### src/rtl/cc_alu.sv
module cc_alu #(
  parameter int W = 8
) (
  input  logic                 clk,
  input  logic                 rst_n,
  input  logic                 exec,
  input  logic [4:0]           op,
  input  logic [W-1:0]         a,
  input  logic [W-1:0]         b,
  input  logic [$clog2(W)-1:0] bit_sel,
  input  logic                 set_mask,
  input  logic                 clr_mask,
  input  logic                 ext_req,
  input  logic                 tmr_req,
  input  logic                 ext_ack,
  input  logic                 tmr_ack,
  output logic [W-1:0]         result,
  output logic                 wr_en,
  output logic [4:0]           ccr,
  output logic                 ext_irq,
  output logic                 tmr_irq
);
  localparam logic [4:0] OP_ADD = 5'd0,  OP_ADC = 5'd1,  OP_SUB = 5'd2,  OP_CMP = 5'd3;
  localparam logic [4:0] OP_AND = 5'd4,  OP_OR  = 5'd5,  OP_XOR = 5'd6,  OP_LSL = 5'd7;
  localparam logic [4:0] OP_LSR = 5'd8,  OP_ASR = 5'd9,  OP_ROL = 5'd10, OP_ROR = 5'd11;
  localparam logic [4:0] OP_INC = 5'd12, OP_DEC = 5'd13, OP_CLR = 5'd14, OP_COM = 5'd15;
  localparam logic [4:0] OP_TST = 5'd16, OP_BIT = 5'd17;

  logic h_q, i_q, n_q, z_q, c_q;
  logic pend_ext, pend_tmr;
  logic [W-1:0] res;
  logic         h_nx, c_nx, nz_upd, wr;
  logic [W:0]   wide;
  logic [4:0]   low;

  always_comb begin
    res    = a;
    h_nx   = h_q;
    c_nx   = c_q;
    nz_upd = 1'b1;
    wr     = 1'b1;
    wide   = '0;
    low    = '0;
    case (op)
      OP_ADD, OP_ADC: begin
        wide = {1'b0, a} + {1'b0, b} + {{W{1'b0}}, (op == OP_ADC) & c_q};
        low  = {1'b0, a[3:0]} + {1'b0, b[3:0]} + {4'b0, (op == OP_ADC) & c_q};
        res  = wide[W-1:0];
        c_nx = wide[W];
        h_nx = low[4];
      end
      OP_SUB, OP_CMP: begin
        res  = a - b;
        c_nx = b > a;
        wr   = (op == OP_SUB);
      end
      OP_AND: res = a & b;
      OP_OR:  res = a | b;
      OP_XOR: res = a ^ b;
      OP_LSL: begin res = {a[W-2:0], 1'b0};     c_nx = a[W-1]; end
      OP_LSR: begin res = {1'b0, a[W-1:1]};     c_nx = a[0];   end
      OP_ASR: begin res = {a[W-1], a[W-1:1]};   c_nx = a[0];   end
      OP_ROL: begin res = {a[W-2:0], c_q};      c_nx = a[W-1]; end
      OP_ROR: begin res = {c_q, a[W-1:1]};      c_nx = a[0];   end
      OP_INC: res = a + 1'b1;
      OP_DEC: res = a - 1'b1;
      OP_CLR: res = '0;
      OP_COM: begin res = ~a; c_nx = 1'b1; end
      OP_TST: wr = 1'b0;
      OP_BIT: begin c_nx = a[bit_sel]; nz_upd = 1'b0; wr = 1'b0; end
      default: begin nz_upd = 1'b0; wr = 1'b0; end
    endcase
  end

  always_ff @(posedge clk or negedge rst_n) begin
    if (!rst_n) begin
      h_q <= 1'b0; i_q <= 1'b1; n_q <= 1'b0; z_q <= 1'b0; c_q <= 1'b0;
      pend_ext <= 1'b0; pend_tmr <= 1'b0;
    end else begin
      if (exec) begin
        h_q <= h_nx;
        c_q <= c_nx;
        if (nz_upd) begin
          n_q <= res[W-1];
          z_q <= (res == '0);
        end
      end
      if (set_mask)      i_q <= 1'b1;
      else if (clr_mask) i_q <= 1'b0;
      if (ext_req)       pend_ext <= 1'b1;
      else if (ext_ack)  pend_ext <= 1'b0;
      if (tmr_req)       pend_tmr <= 1'b1;
      else if (tmr_ack)  pend_tmr <= 1'b0;
    end
  end

  assign result  = res;
  assign wr_en   = wr;
  assign ccr     = {h_q, i_q, n_q, z_q, c_q};
  assign ext_irq = pend_ext & ~i_q;
  assign tmr_irq = pend_tmr & ~i_q;


  h_hold_chk: assert property (@(posedge clk) disable iff (!rst_n)
    (op != OP_ADD && op != OP_ADC) |=> $stable(ccr[4]));

  mask_quiet_chk: assert property (@(posedge clk) disable iff (!rst_n)
    ccr[3] |-> (!ext_irq && !tmr_irq));

  req_latch_chk: assert property (@(posedge clk) disable iff (!rst_n)
    ext_req |=> (ext_irq || ccr[3]));

  ack_clear_chk: assert property (@(posedge clk) disable iff (!rst_n)
    (tmr_ack && !tmr_req) |=> !tmr_irq);

  cmp_borrow_chk: assert property (@(posedge clk) disable iff (!rst_n)
    (exec && op == OP_CMP) |=> (ccr[0] == ($past(b) > $past(a))));

  idle_flags_chk: assert property (@(posedge clk) disable iff (!rst_n)
    !exec |=> ($stable(ccr[4]) && $stable(ccr[2:0])));

  mask_prio_chk: assert property (@(posedge clk) disable iff (!rst_n)
    set_mask |=> ccr[3]);
endmodule

### config.mk
export PLATFORM = sky130hd
export DESIGN_NAME = cc_alu
export DESIGN_NICKNAME = d
export VERILOG_FILES = /design/src/rtl/cc_alu.sv
export SDC_FILE = /design/constraint.sdc
export NUM_CORES = 1
export LEC_CHECK = 0
export CAP_MARGIN = 20
export CORE_UTILIZATION = 45
export DETAILED_ROUTE_END_ITERATION = 6
export PLACE_DENSITY = 0.85
export SLEW_MARGIN = 20
export SYNTH_ARGS = -nofsm -noshare
export SYNTH_HDL_FRONTEND = slang
export SYNTH_SLANG_ARGS = --single-unit
### constraint.sdc
create_clock -name clk -period 3.93 [get_ports clk]
set_input_delay 0.786 -clock clk [delete_from_list [all_inputs] [get_ports clk]]
set_output_delay 0.786 -clock clk [all_outputs]
set_load 0.05 [all_outputs]
== After elaboration in Yosys (flattened, before gate mapping) ==
Index checks and enable logic that the tools add are counted.
Cells by class
  magnitude comparators: 2
  $add $sub $neg: 7
  muxes and demuxes: 12
  eq/ne operators: 17
  bitwise operators: 8
  reductions and logical operators: 15
Operators with widths (number)
  8-bit case mux with 14 select lines: 1
  5-bit by 4-bit == test with 1-bit output, second input constant: 8
  5-bit by 3-bit == test with 1-bit output, second input constant: 4
  17-bit OR reduction: 1
  14-bit OR reduction: 1
  5-bit by 2-bit == test with 1-bit output, second input constant: 2
  5-bit == test, second input constant: 2
  8-bit by 8-bit adder with 9-bit output: 1
  9-bit by 1-bit adder with 9-bit output: 1
  8-bit by 1-bit adder with 8-bit output, second input constant: 1
  8-bit bitwise AND: 1
  8-bit > comparator: 1
  8-bit zero test: 1
  1-bit 2-to-1 mux: 8
  8-bit inverter: 1
  8-bit OR: 1
  8-bit by 1-bit subtractor with 8-bit output, second input constant: 1
  8-bit subtractor: 1
  8-bit bitwise XOR: 1
  1-bit case mux with 6 select lines: 1
  2-bit AND reduction: 3
  2-bit nonzero test: 3
  6-bit nonzero test: 1
  2-bit OR reduction: 3
  10 further kinds: 12
Storage, ports and cells
  bits of input ports: 33
  register bits: 7
  word-level logic and storage cells: 68
  output and inout bits: 16

== Longest topological paths before layout ==
  word-level depth: 5
  depth in mapped cells: 13

== Worst setup path after synthesis ==
No wires, ideal clock.
  path type: input-to-output
  from: input port op[3]
  to: output port result[6]
  data arrival time: 3.748 ns
  path slack: -0.604 ns
  data required time: 3.144 ns
  stages on the path: 11
  cells stage by stage: buf_2 > buf_2 > nor2_1 > nand4_1 > fa_1 > fa_1 > nand3b_1 > a21oi_1 > and3_1 > o21ai_0 > a41oi_1
On the way
  cells in the longest elaborated chain, start to end: 4
  elaborated cells on any way between the ends: 21
RTL lines
  start, declared: line 7  | input logic [4:0] op,
  5-bit by 1-bit == test with 1-bit output: line 44, 46
  1-bit bitwise AND: line 46  | wide = {1'b0, a} + {1'b0, b} + {{W{1'b0}}, (op == OP_ADC) & c_q};
  9-bit by 1-bit adder with 9-bit output: line 46
  8-bit case mux with 14 select lines *: line 44  | case (op)
  end, declared: line 17  | output logic [W-1:0] result,
Every way passes the cells marked *; elsewhere a longest branch is shown, timed or not.

== Final worst setup path ==
  from: input port a[4]
  to: output port result[7]
On the way
  cells in the longest elaborated chain, start to end: 3
  elaborated cells on any way between the ends: 6
RTL lines
  start, declared: line 8  | input logic [W-1:0] a,
  8-bit by 8-bit adder with 9-bit output: line 46
  9-bit by 1-bit adder with 9-bit output: line 46
  8-bit case mux with 14 select lines *: line 44
Marks and branches as above.

==> flow_summary.yaml <==
synthesis:
  seq_area_frac_synth_pct: 7.371
  ys_types: 71
  synth_area_leaders: "ha_1, dfrtp_1, inv_1"
  synth-seq-cells: 7
  async_flop_share_pct: 100.0
  yosysWarnings: 0
  synthCells: 324
  yosysTopAreaCell: "ha_1"
  syn_area_mm2: 0.002394
  synth_flop_cell: "dfrtp_1"
  synth.avg_cell_area_um2: 7.387
  synth_edf_count: 0
  syn_nets: 391
  synth_top_area_share_pct: 15.68
clocking:
  postCtsHoldBufs: 0
  cts.clk_slew.worst_paths_ns: 0.04
  cts_tree: "yes"
  clkSinkCount: 7
  insertion_delay_ns: 0.23
  numCtsBuffers: 3
  cts_root_buf: "clkbuf_8"
  clk_path_buf_depth: 2
  h-tree-depth: 1
worst_setup_path:
  crit_required_ns: 3.14
  cp-start-kind: "primary input"
  rr_startpoint: "c_q$_DFFE_PN0P_"
  cp.arrival_ns: 3.16
  critPathMaxFanout: 2
  reg2reg_depth: 12
  crit_type: "primary input to output port"
  rrSetupSlack_ns: 1.02
  cp-end-kind: "output port"
  rr_endpoint: "z_q$_DFFE_PN0P_"
sta:
  finClkSkew_ns: 0.003137
  drv_slew: 0
  worst_pin_slew_ns: 0.7800
  setup_violations: 1
  finalHoldViolCount: 0
  period_share_pct: 100.3
  setup_ws_ns: -0.01252
  slew_headroom_pct: 47.45
  rsz0062_at_grt: "yes"
  fmax_mhz: 253.6
  fin_tns_setup_ns: -0.01252
  final.min_clock_period_ns: 3.943
finish:
  drive_gt1_share_pct: 40.35
  final_common_cell: "buf_4"
  fin_nets: 524
  syn_to_final_growth_pct: 71.35
  seq_area_um2: 176.4
  mostFrequentLayoutCells: "buf_4, nor2_1, nand2_1"
  final_area_mm2: 0.004101
  fillers: 292
  antenna_cells: 0
  multi_input_area_mm2: 0.002380
drt:
  ant_nets: 0
  drt_wl_total_mm: 10.79
  first_pass_iters: 7
  drc: 9
  wl_per_cell_um: 20.51
  vias_per_cell: 6.684
  vias: 3516
  drt_iter0_markers: 647
global_routing:
  track_usage_pct: 35.95
  grt_pass1_vias: 3352
  grt_first_pass_wirelength_mm: 15.34
  globalRouteOverflowTotal: 0
  antenna_found_initial: 0
  grt_max_degree: 22
floorplan:
  fp.dieArea_mm2: 0.005615
  core_area_mm2: 0.005107
  pin_count: 49
  rows: 26
  dieHeight_um: 74.93
  start_util_pct: 46.86
  die_x_um: 74.93
place:
  port_buffers: 48
  dp_hpwl_mm: 7.168
  pre_cts_ws_ns: -0.4346
  gp_congestion: 0.9643
  dpl_cell_area_mm2: 0.003675
status:
  status: "finished with violations"
  violations: "design-rule violations, negative setup slack"
pwr:
  peakVddDrop_uv: 232.8
  power.leakage_nw: 1.831
  power_density_mw_per_mm2: 186.9
worst_hold_path:
  hold_depth: 1
  hp-class: "flip-flop to flip-flop"
  holdPathEnd: "pend_ext$_DFFE_PN0P_"
  hold_path_startpoint: "pend_ext$_DFFE_PN0P_"
run:
  drv_cap: 0
-- worst max-delay path, stage by stage --
cell and delay (ns):
clkdlybuf4s15_1 0.27, inv_2 0.07, ha_4 0.27, inv_1 0.07, or4_4 0.54, o211ai_1 0.17, mux2i_1 0.30, nand3_1 0.16
o311ai_4 0.29, inv_2 0.08, buf_12 0.15
-- cell families (layout without fill, tap and decap cells) --
group / after synthesis / in the layout / share of synthesized area, %
AOI/OAI and AO/OA: 105 / 105 / 32.20
xor gates and xnor gates: 3 / 3 / 1.098
adders and majority gates: 34 / 34 / 19.03
buffers and inverters: 51 / 183 / 9.461
DFF: 7 / 7 / 7.371
muxes: 9 / 9 / 4.914
and+or+nand+nor: 115 / 115 / 25.93
-- power by group --
part	internal (mW)	switching (mW)	leakage, nW
Clock	0.0703	0.0328	0.0228
Sequential	0.0822	0.00713	0.0826
Combinational	0.267	0.308	1.73
-- cells in the mapped netlist, types with 7 or more instances --
cell and count:
nor2_1 28, buf_2 7, nor2b_1 8, nand2_1 21
ha_1 30, inv_1 29, nand3_1 8, nor3_1 9
o21ai_0 15, a21oi_1 16, clkbuf_1 8
-- registers in the layout, summed over array words and instances, names as in the netlist --
name,count
z_q,1
h_q,1
n_q,1
pend_tmr,1
c_q,1
i_q,1
pend_ext,1
-- timing repair --
| action | CTS | global route |
|---|---|---|
| setup endpoints to repair | 7 | 5 |
| setup buffers | 8 | 4 |
| pin swaps | 18 | 19 |
| gates resized for setup | 63 | 38 |
| gates cloned | 0 | 0 |
-- through the flow --
stage                     std cells  power [mW]  hold slack, ns  utilization (%)
after floorplan                 324      0.3630          0.4413                -
after global placement          510      0.5809          0.4591            71.95
after detailed placement        510      0.5941          0.4688            71.95
after CTS                       522      0.7271          0.4776            77.29
after global routing            526      0.8038          0.4958            80.30
final                           526      0.7667          0.4850            80.30
-- cell type report --
| type | count | share of cell area, % |
|---|---|---|
| multi-input cells | 266 | 58.02 |
| well taps | 70 | 2.135 |
| inverters | 29 | 2.654 |
| clock buffers | 4 | 1.098 |
| repair buffers | 150 | 31.79 |
| flip-flops and latches | 7 | 4.301 |
-- layer usage --
metal	vias to the layer above	share of wire, %	GRT usage, %
met4	0	7.6	25.58
met3	110	11	4.284
met2	347	45	60.96
met1	1570	36	42.05
met5	-	0	0
li1	1489	-	-
-- worst max-delay path by stage --
stage / startpoint / endpoint / slack [ns]
after floorplan: op[3] / result[6] / -0.30
after global placement: op[2] / result[7] / -0.38
after detailed placement: op[2] / result[7] / -0.43
after CTS: a[5] / result[7] / -0.01
after global routing: a[4] / result[7] / -0.09
final: a[4] / result[7] / -0.01
Power figures use the tool's default switching activity.
